File: config.mk
export PLATFORM = sky130hd
export DESIGN_NAME = vga_mono_scanout
export DESIGN_NICKNAME = d
export VERILOG_FILES = /design/src/rtl/vga_scan_pkg.sv /design/src/rtl/vga_scan_ctrl.sv /design/src/rtl/vga_scan_dp.sv /design/src/rtl/vga_mono_scanout.sv
export SDC_FILE = /design/constraint.sdc
export NUM_CORES = 1
export LEC_CHECK = 0
export BUFFER_PORTS_ARGS = -buffer_cell sky130_fd_sc_hd__buf_2
export CAP_MARGIN = 10
export CORE_MARGIN = 2
export CORE_UTILIZATION = 57
export DETAILED_ROUTE_END_ITERATION = 12
export PLACE_DENSITY_LB_ADDON = 0.3
export SYNTH_ARGS = -nofsm -noshare
export SYNTH_HDL_FRONTEND = slang
export SYNTH_HIERARCHICAL = 1
export SYNTH_SLANG_ARGS = --single-unit
export TNS_END_PERCENT = 20
File: constraint.sdc
create_clock -name clk -period 6.26 [get_ports clk]
set_input_delay 0.626 -clock clk [delete_from_list [all_inputs] [get_ports clk]]
set_output_delay 0.626 -clock clk [all_outputs]
set_load 0.02 [all_outputs]
File: src/rtl/vga_scan_pkg.sv
package vga_scan_pkg;
  // Strobes handed from the raster control to the pixel datapath
  typedef struct packed {
    logic loadBase;  // reload read address from the frame base
    logic loadByte;  // take prefetched byte into the shifter, step address
    logic shiftBit;  // advance the shifter by one pixel
    logic active;    // inside the visible window
  } scanStrb_t;
endpackage

File: src/rtl/vga_scan_ctrl.sv
module vga_scan_ctrl
  import vga_scan_pkg::*;
#(
  parameter int H_ACT  = 640,
  parameter int H_FP   = 16,
  parameter int H_SYNC = 96,
  parameter int H_BP   = 48,
  parameter int V_ACT  = 480,
  parameter int V_FP   = 10,
  parameter int V_SYNC = 2,
  parameter int V_BP   = 33,
  localparam int H_START = H_FP + H_SYNC + H_BP,
  localparam int H_TOTAL = H_START + H_ACT,
  localparam int V_START = V_FP + V_SYNC + V_BP,
  localparam int V_TOTAL = V_START + V_ACT,
  localparam int HW = $clog2(H_TOTAL),
  localparam int VW = $clog2(V_TOTAL)
) (
  input  logic          clk,
  input  logic          rst,
  input  logic          pixEn,
  output logic [HW-1:0] hCount,
  output logic [VW-1:0] vCount,
  output logic          hSyncN,
  output logic          vSyncN,
  output logic          frameStrobe,
  output scanStrb_t     strb
);
  localparam logic [HW-1:0] H_LAST    = HW'(H_TOTAL - 1);
  localparam logic [HW-1:0] H_PRELOAD = HW'(H_START - 1);
  localparam logic [HW-1:0] H_STARTC  = HW'(H_START);
  localparam logic [HW-1:0] HS_ON     = HW'(H_FP);
  localparam logic [HW-1:0] HS_OFF    = HW'(H_FP + H_SYNC);
  localparam logic [VW-1:0] V_LAST    = VW'(V_TOTAL - 1);
  localparam logic [VW-1:0] V_STARTC  = VW'(V_START);
  localparam logic [VW-1:0] VS_ON     = VW'(V_FP);
  localparam logic [VW-1:0] VS_OFF    = VW'(V_FP + V_SYNC);

  logic          lineVis;
  logic          inWin;
  logic [HW-1:0] hOff;

  always_ff @(posedge clk) begin
    if (rst) begin
      hCount <= '0;
      vCount <= '0;
    end else if (pixEn) begin
      if (hCount == H_LAST) begin
        hCount <= '0;
        vCount <= (vCount == V_LAST) ? '0 : vCount + 1'b1;
      end else begin
        hCount <= hCount + 1'b1;
      end
    end
  end

  assign lineVis     = (vCount >= V_STARTC);
  assign inWin       = lineVis && (hCount >= H_STARTC);
  assign hOff        = hCount - H_PRELOAD;
  assign hSyncN      = !((hCount >= HS_ON) && (hCount < HS_OFF));
  assign vSyncN      = !((vCount >= VS_ON) && (vCount < VS_OFF));
  assign frameStrobe = (hCount < H_STARTC);

  always_comb begin
    strb          = '0;
    strb.active   = inWin;
    strb.loadBase = pixEn && (hCount == '0) && (vCount == '0);
    // byte for pixel 8k is taken on the tick before that pixel is shown
    strb.loadByte = pixEn && lineVis && (hCount >= H_PRELOAD) &&
                    (hCount != H_LAST) && (hOff[2:0] == 3'd0);
    strb.shiftBit = pixEn && inWin && !strb.loadByte;
  end

  assert_h_range_R1: assert property (@(posedge clk) disable iff (rst)
    hCount <= H_LAST);
  assert_v_step_R2: assert property (@(posedge clk) disable iff (rst)
    (vCount != $past(vCount)) |-> ($past(hCount) == H_LAST && $past(pixEn)));
  assert_hsync_fall_R3: assert property (@(posedge clk) disable iff (rst)
    $fell(hSyncN) |-> (hCount == HS_ON));
  assert_hold_R10: assert property (@(posedge clk) disable iff (rst)
    !pixEn |=> $stable(hCount) && $stable(vCount));
endmodule

File: src/rtl/vga_scan_dp.sv
module vga_scan_dp
  import vga_scan_pkg::*;
#(
  parameter int ADDR_W = 16
) (
  input  logic              clk,
  input  logic              rst,
  input  scanStrb_t         strb,
  input  logic [ADDR_W-1:0] baseAddr,
  input  logic [7:0]        memData,
  output logic [ADDR_W-1:0] memAddr,
  output logic              pixOut
);
  logic [7:0] shiftReg;

  always_ff @(posedge clk) begin
    if (rst || strb.loadBase) begin
      memAddr <= baseAddr;
    end else if (strb.loadByte) begin
      memAddr <= memAddr + 1'b1;
    end
  end

  always_ff @(posedge clk) begin
    if (rst) begin
      shiftReg <= '0;
    end else if (strb.loadByte) begin
      shiftReg <= memData;
    end else if (strb.shiftBit) begin
      shiftReg <= {shiftReg[6:0], 1'b0};
    end
  end

  assign pixOut = strb.active & shiftReg[7];

  assert_strb_excl_R9: assert property (@(posedge clk) disable iff (rst)
    $onehot0({strb.loadBase, strb.loadByte}));
  assert_addr_step_R7: assert property (@(posedge clk) disable iff (rst)
    strb.loadByte |=> (memAddr == $past(memAddr) + 1'b1));
endmodule

File: src/rtl/vga_mono_scanout.sv
module vga_mono_scanout
  import vga_scan_pkg::*;
#(
  parameter int ADDR_W = 16,
  parameter int H_ACT  = 640,
  parameter int H_FP   = 16,
  parameter int H_SYNC = 96,
  parameter int H_BP   = 48,
  parameter int V_ACT  = 480,
  parameter int V_FP   = 10,
  parameter int V_SYNC = 2,
  parameter int V_BP   = 33,
  localparam int HW = $clog2(H_FP + H_SYNC + H_BP + H_ACT),
  localparam int VW = $clog2(V_FP + V_SYNC + V_BP + V_ACT)
) (
  input  logic              clk,
  input  logic              rst,
  input  logic              pixEn,
  input  logic [ADDR_W-1:0] baseAddr,
  output logic [ADDR_W-1:0] memAddr,
  input  logic [7:0]        memData,
  output logic              hSyncN,
  output logic              vSyncN,
  output logic              frameStrobe,
  output logic              pixOut,
  output logic              activeVideo,
  output logic [HW-1:0]     hCount,
  output logic [VW-1:0]     vCount
);
  scanStrb_t strb;

  vga_scan_ctrl #(
    .H_ACT(H_ACT), .H_FP(H_FP), .H_SYNC(H_SYNC), .H_BP(H_BP),
    .V_ACT(V_ACT), .V_FP(V_FP), .V_SYNC(V_SYNC), .V_BP(V_BP)
  ) uCtrl (
    .clk(clk), .rst(rst), .pixEn(pixEn),
    .hCount(hCount), .vCount(vCount),
    .hSyncN(hSyncN), .vSyncN(vSyncN),
    .frameStrobe(frameStrobe), .strb(strb)
  );

  vga_scan_dp #(.ADDR_W(ADDR_W)) uDp (
    .clk(clk), .rst(rst), .strb(strb),
    .baseAddr(baseAddr), .memData(memData),
    .memAddr(memAddr), .pixOut(pixOut)
  );

  assign activeVideo = strb.active;

  assert_blank_R8: assert property (@(posedge clk) disable iff (rst)
    !activeVideo |-> !pixOut);
endmodule

==> results.md, run 1 <==
- Top cells by area, synth: dfxtp_1 22%, edfxtp_1 19%, nor2_1 8.1%
- Final hold viol count: 0
- Max Fanout on Critical Path: 9
- Power Total: between 0.0006 and 0.0007 W
- Via/cell ratio: about 5.6
- Root Buffer: clkbuf_8
- Period minus WS final: roughly 2900 ps
- Drt first pass iters: 4
- FP Rows: 24
- Layout Nets: 376
- Count leader, synth: nor2_1
- Peak supply drop: 0.138 mV
- CP required: roughly 5600 ps
- CP peak stage delay: 480 ps
- Synth top cells by count: 56 x nor2_1, 28 x dfxtp_1, 22 x a21oi_1
- DRT iter0 DRCs: ~190
- # Max-Cap Violations: 0
- CTS max path bufs: 2
- Async set-reset flop share out of synthesis: 0%
- Max-slew headroom: approximately 29%
- # port buffers: 67
- Number of H-tree levels: 2
- Static Leak: 1.23 nW
- Vias in the first global route: approximately 2000
- Post-route ant nets: 0
- Fraction of layout cells with a size suffix above 1: 27.0%
- CP Buf/Inv Count: 2
- HP Class: reg -> reg
- Initial antenna violation count: 0
- CTS tree: built
- Via count: between 2000 and 2500
- Yosys reg bits: 44
- Worst slew pin tran: ~1100 ps
- Post-synth top area share: a little over a fifth
- Critical path type: reg -> out
- Antenna fix cells: 0
- Final period util: 47.1%
- Synth Instances: between 200 and 300
- Cell taking the most area after synthesis: dfxtp_1
- Routability cong.: ~0.88
- Clock Pin Slew Worst Setup and Hold Paths: about 80 ps
- Hold_buf cts: 0
- Largest net degree at the start of global routing: 30
- Startpoint types: register
- CTS Buf Count: 5
- Fin util: 69.1%
- Starting Density: 59.3%
- Setup bufs post-CTS: 0
- Pwr/cell area: 209 nW/um^2
- First-pass GRT wire length: just over 9000 microns
- WHS: around 510 ps
- Pint: approximately 0.00045 W
- Die H: roughly 70 microns
- Distinct cells, synth: 47
- Post-synth EDFFs: 16
- Slew Viols, Final: 0
- Die W: approximately 71 microns
- WP data arrival: around 2300 ps
- Core Area: between 4000 and 5000 sq um
- Delay-heaviest family, CP: compound AO/OA/AOI/OAI gates
- Detailed Place HPWL: around 4000 microns
- Post-CTS sizing: 0
- Cell Area, Synth: between 2000 and 3000 sq um
- DR WL/cell: 14.3 microns
- Overflow after GRT: 0
- Combinational share of power: 16.0%
- Detailed Route WL: 5620 microns
- Clk_lat worst skew: 300 ps
- Ys Warns: 6
- Area Overhead vs Synth: 16.6%
- Tot GR Track Use: between 20% and 30%
- RSZ-0062 raised after global routing: false
- Post-route setup TNS: 0 ps
- Sink Count: 44
- # IOs: between 60 and 70
- Synth Flop Type: dfxtp_1
- # setup viols final: 0
- Crit-path slowest cell: dfxtp_1
- Fmax: between 300 and 400 MHz
- Sw frac: around 29%
- Die ar.: just over 5000 sq um
- Part of the power in registers: ~54%
- Post-synthesis sequential area ratio: 40.3%
- CP cell instances: inv_1, ha_1, nand2b_1, a31o_2, a21boi_0, nor2_1, and2_1, buf_2
- Syn avg cell area: around 9.1 sq um
- Syn nets: 319
- Clock Skew: just over 10 ps
- Setup crit end kind: primary output
- Switching Power: roughly 0.00018 W
- Drt drc: 0
- Status: completed
- Clock share of power: 30.2%
[worst register-to-register path, stage by stage (launching register included)]
cell	delay (ps)
dfxtp_1	480
inv_1	140
ha_1	200
nand2b_1	70
a31o_2	140
a21boi_0	160
nor4b_2	600
or3_1	640
[cells by family after synthesis]
| kind of cell | synth area share [%] |
|---|---|
| buffers and inverters | 4.21 |
| adders and majority gates | 4.36 |
| DFF | 40.3 |
| and+or+nand+nor | 28.6 |
| AOI/OAI and AO/OA | 8.67 |
| xor gates and xnor gates | 9.16 |
| muxes | 4.70 |
[power groups by stage]
stage	clock network, W	logic, W	registers, W
floorplan	0	0.0000482	0.000361
global placement	0	0.0000982	0.000344
detailed placement	0	0.0000999	0.000345
CTS	0.000194	0.000101	0.000339
global route	0.000205	0.000111	0.000341
finish	0.000190	0.000101	0.000338
[placed cells by master, fill, tap and decap left out, types with 9 or more instances in the layout]
cell,n
xnor2_1,18
ha_1,9
nand4_1,15
dfxtp_1,28
edfxtp_1,16
mux2i_1,11
xor2_1,9
nor2_1,55
nand2_1,11
a21oi_1,22
buf_2,67
[worst paths after layout]
| kind | from | to | slack [ps] | cells past startpoint |
|---|---|---|---|---|
| hold reg to reg | uCtrl/vCount[7] | uCtrl/vCount[7] | 510 | 2 |
| setup reg to reg | uCtrl/vCount[1] | uDp/memAddr[4] | 3460 | 7 |
| hold / removal | uCtrl/vCount[7] | uCtrl/vCount[7] | 510 | 2 |
| setup / recovery | uCtrl/vCount[1] | pixOut | 3310 | 8 |
[per-stage QoR]
stage                     instance area [sq um]  instances  worst slack, ps
final                                      3010        393             3310
after global routing                       3010        393             3060
after CTS                                  3000        392             2930
after detailed placement                   2910        384             2950
after global placement                     2910        384             3070
after floorplan                            2580        283             3570
[area by class of cell]
cell class                 count  area (sq um)
multi-input combinational    215          1440
fill                         359          1340
sequential                    44          1040
timing repair buffer          68           343
clock buffer                   6          82.6
tap                           52          65.1
inverter                       6          22.5
clock inverter                 2          15.0
[routing by layer]
metal / GRT usage, % / share of wire (%) / vias up
met5: 0 / 0 / -
met4: 6.50 / 1.3 / 0
met3: 5.34 / 6.2 / 6
met2: 35.7 / 46 / 76
met1: 30.8 / 47 / 995
li1: - / - / 1121
[sequential cells by signal (all words and copies together) (netlist names)]
signal	flops
uDp/memAddr	16
uDp/shiftReg	8
uCtrl/hCount	10
uCtrl/vCount	10
Power figures use the tool's default switching activity.
==> inputs of run 2 (changes only) <==
--- a/config.mk
+++ b/config.mk
@@ -8,7 +8,7 @@
 export BUFFER_PORTS_ARGS = -buffer_cell sky130_fd_sc_hd__buf_2
 export CAP_MARGIN = 10
 export CORE_MARGIN = 2
-export CORE_UTILIZATION = 57
+export CORE_UTILIZATION = 48
 export DETAILED_ROUTE_END_ITERATION = 12
 export PLACE_DENSITY_LB_ADDON = 0.3
 export SYNTH_ARGS = -nofsm -noshare
==> constraint.sdc (replaced) <==
create_clock -name clk -period 2.5 [get_ports clk]
set_input_delay 0.25 -clock clk [delete_from_list [all_inputs] [get_ports clk]]
set_output_delay 0.25 -clock clk [all_outputs]
set_load 0.02 [all_outputs]
==> run 2 against run 1 <==
  * Global-route usage shrank 2.7 points
  * Largest power group unchanged
  * Critical path depth down 2
  * Die area rose by 18%
  * Highest routed layer unchanged
  * Total power rose by 140%
==> results.md, run 2 (synthesized netlist as in run 1, its figures left out) <==
- CP peak stage delay: 420 ps (was 480 ps)
- WP data arrival: 2070 ps (was 2320 ps)
- Final period util: approximately 93%
- Top reg by flops: uDp/memAddr (unchanged)
- RSZ-0062 raised after global routing: false (unchanged)
- Die W: 77.4 microns (was 71.3 microns)
- Routability cong.: 0.845 (was 0.883)
- WHS: 185 ps (was 514 ps)
- Number of H-tree levels: 2 (unchanged)
- Delay-heaviest family, CP: simple AND/OR/NAND/NOR gates (was compound AO/OA/AOI/OAI gates)
- Max Fanout on Critical Path: 5 (was 9)
- Max reg flops: 16 (unchanged)
- Worst slew pin tran: 588 ps (was 1060 ps)
- Max-slew headroom: 60.7% (was 29.3%)
- DRT iter0 DRCs: 113 (was 186)
- Tot GR Track Use: 19.8% (was 22.5%)
- Worst r2r src: uCtrl/vCount[6] (was uCtrl/vCount[1])
- Core Area: 5140 sq um (was 4350 sq um)
- Static Leak: 1.30 nW (was 1.23 nW)
- CTS tree: built (unchanged)
- Area Overhead vs Synth: 21.0% (was 16.6%)
- Peak supply drop: 0.385 mV (was 0.138 mV)
- Pwr/cell area: 489 nW/um^2 (was 209 nW/um^2)
- First-pass GRT wire length: 9540 microns (was 9110 microns)
- Period minus WS final: between 2000 and 2500 ps
- Detailed Route WL: 5760 microns (was 5620 microns)
- CTS Buf Count: 5 (unchanged)
- Antenna fix cells: 0 (unchanged)
- CP cell instances: or3_1, nor2_1, a21boi_1, nor2_1, and2_1, buf_2 (was inv_1, ha_1, nand2b_1, a31o_2, a21boi_0, nor2_1, and2_1, buf_2)
- CTS max path bufs: 2 (unchanged)
- Via/cell ratio: 5.35 (was 5.59)
- Root Buffer: clkbuf_8 (unchanged)
- Drt first pass iters: 4 (unchanged)
- Via count: 2264 (was 2198)
- Drt drc: 0 (unchanged)
- HP Class: in -> reg (was reg -> reg)
- Sink Count: 44 (unchanged)
- DR WL/cell: 13.6 microns (was 14.3 microns)
- Commonest non-fill, non-tap cell in the layout: buf_2 (unchanged)
- # IOs: 68 (unchanged)
- CP Buf/Inv Count: 1 (was 2)
- Critical path type: reg -> out (unchanged)
- Die ar.: 5980 sq um (was 5090 sq um)
- Slew Viols, Final: 0 (unchanged)
- FP Rows: 26 (was 24)
- Most frequent cells in the layout: 67 x buf_2, 55 x nor2_1, 28 x dfxtp_1 (unchanged)
- Largest net degree at the start of global routing: 30 (unchanged)
- Min-delay src: memData[7] (was uCtrl/vCount[7])
- WHS Endpoint: uDp/shiftReg[7] (was uCtrl/vCount[7])
- Status: completed (unchanged)
- Overflow after GRT: 0 (unchanged)
- Vias in the first global route: 2052 (was 1972)
- Reg2reg path depth: 6 (was 7)
- # setup viols final: 0 (unchanged)
- Clock Pin Slew Worst Setup and Hold Paths: 80 ps (about the same)
- Fmax: approximately 430 MHz
- Detailed Place HPWL: 4300 microns (was 3960 microns)
- Cell count of the worst hold path: 3 (was 2)
- Setup crit end kind: primary output (unchanged)
- # Max-Cap Violations: 0 (unchanged)
- Clk_lat worst skew: 290 ps (was 300 ps)
- Hold_buf cts: 0 (unchanged)
- Final hold viol count: 0 (unchanged)
- Post-route ant nets: 0 (unchanged)
- Starting Density: 50.2% (was 59.3%)
- Layout Nets: 388 (was 376)
- Most used cell, CP: nor2_1
- R2R Path End: uDp/memAddr[4] (unchanged)
- Fraction of layout cells with a size suffix above 1: 29.5% (was 27.0%)
- Top Registers: uDp/memAddr (16), uCtrl/hCount (10), uCtrl/vCount (10) (unchanged)
- # port buffers: 67 (unchanged)
- CP required: 2250 ps (was 5630 ps)
- R2r setup slk: 250 ps (was 3460 ps)
- Fill cells: 470 (was 359)
- Post-Place Cells: 415 (was 384)
- Initial antenna violation count: 0 (unchanged)
- Final std cells w/o fill: 423 (was 393)
- Crit-path slowest cell: or3_1 (was dfxtp_1)
- Power Total: 0.00153 W (was 0.000629 W)
- Startpoint types: register (unchanged)
- Die H: 77.4 microns (was 71.3 microns)
- Clock Skew: 5.40 ps (was 10.2 ps)
run 2: how the worst max path moves through the flow:
stage	from	end	slack, ps	cells after the start
floorplan	uCtrl/vCount[1]	uDp/memAddr[0]	-60	8
global placement	uCtrl/vCount[0]	uDp/memAddr[9]	120	8
CTS	uCtrl/vCount[0]	pixOut	20	8
detailed placement	uCtrl/vCount[0]	uDp/shiftReg[6]	100	10
global route	uCtrl/hCount[0]	uDp/shiftReg[6]	50	9
finish	uCtrl/vCount[6]	pixOut	180	6
run 2: timing repair:
| action | in CTS | in global routing |
|---|---|---|
| endpoints found under the setup margin | 0 | 25 |
| gates resized for setup | 0 | 4 |
| setup buffers | 0 | 0 |
run 2: through the flow:
stage | worst slack (ps) | cell area [sq um] | util (%) | setup TNS (ps)
floorplan | -62.7 | 2590 | - | -1000
global placement | 123 | 3030 | 59.0 | 0
detailed placement | 99.4 | 3030 | 59.0 | 0
CTS | 18.6 | 3110 | 60.5 | 0
global route | 45.3 | 3130 | 60.8 | 0
finish | 179 | 3130 | 60.8 | 0
run 2: worst register-to-register path, delay by kind of cell (launching register included):
family	cells	cell delay (ps)
buf+inv	1	210
compound gates	1	390
flops	1	350
simple gates	4	1040
run 2: power breakdown:
part	internal [W]	switching (W)
registers	0.000795	0.0000504
clock network	0.000196	0.000228
logic	0.000103	0.000155
run 2: routing by layer:
layer | vias to the layer above | share of wire [%] | GRT usage (%)
li1 | 1150 | - | -
met1 | 1034 | 45 | 26.3
met2 | 75 | 47 | 31.7
met3 | 5 | 5.9 | 4.30
met4 | 0 | 1.4 | 7.32
met5 | - | 0 | 0
run 2: area by class of cell:
type	instances	area, sq um	area share (%)
repair buffers	80	433	13.9
inverters	6	22.5	0.721
multi-input cells	215	1460	46.7
clock buffers	7	76.3	2.44
flip-flops and latches	44	1040	33.3
well taps	70	87.6	2.80
clock inverters	1	5.00	0.160
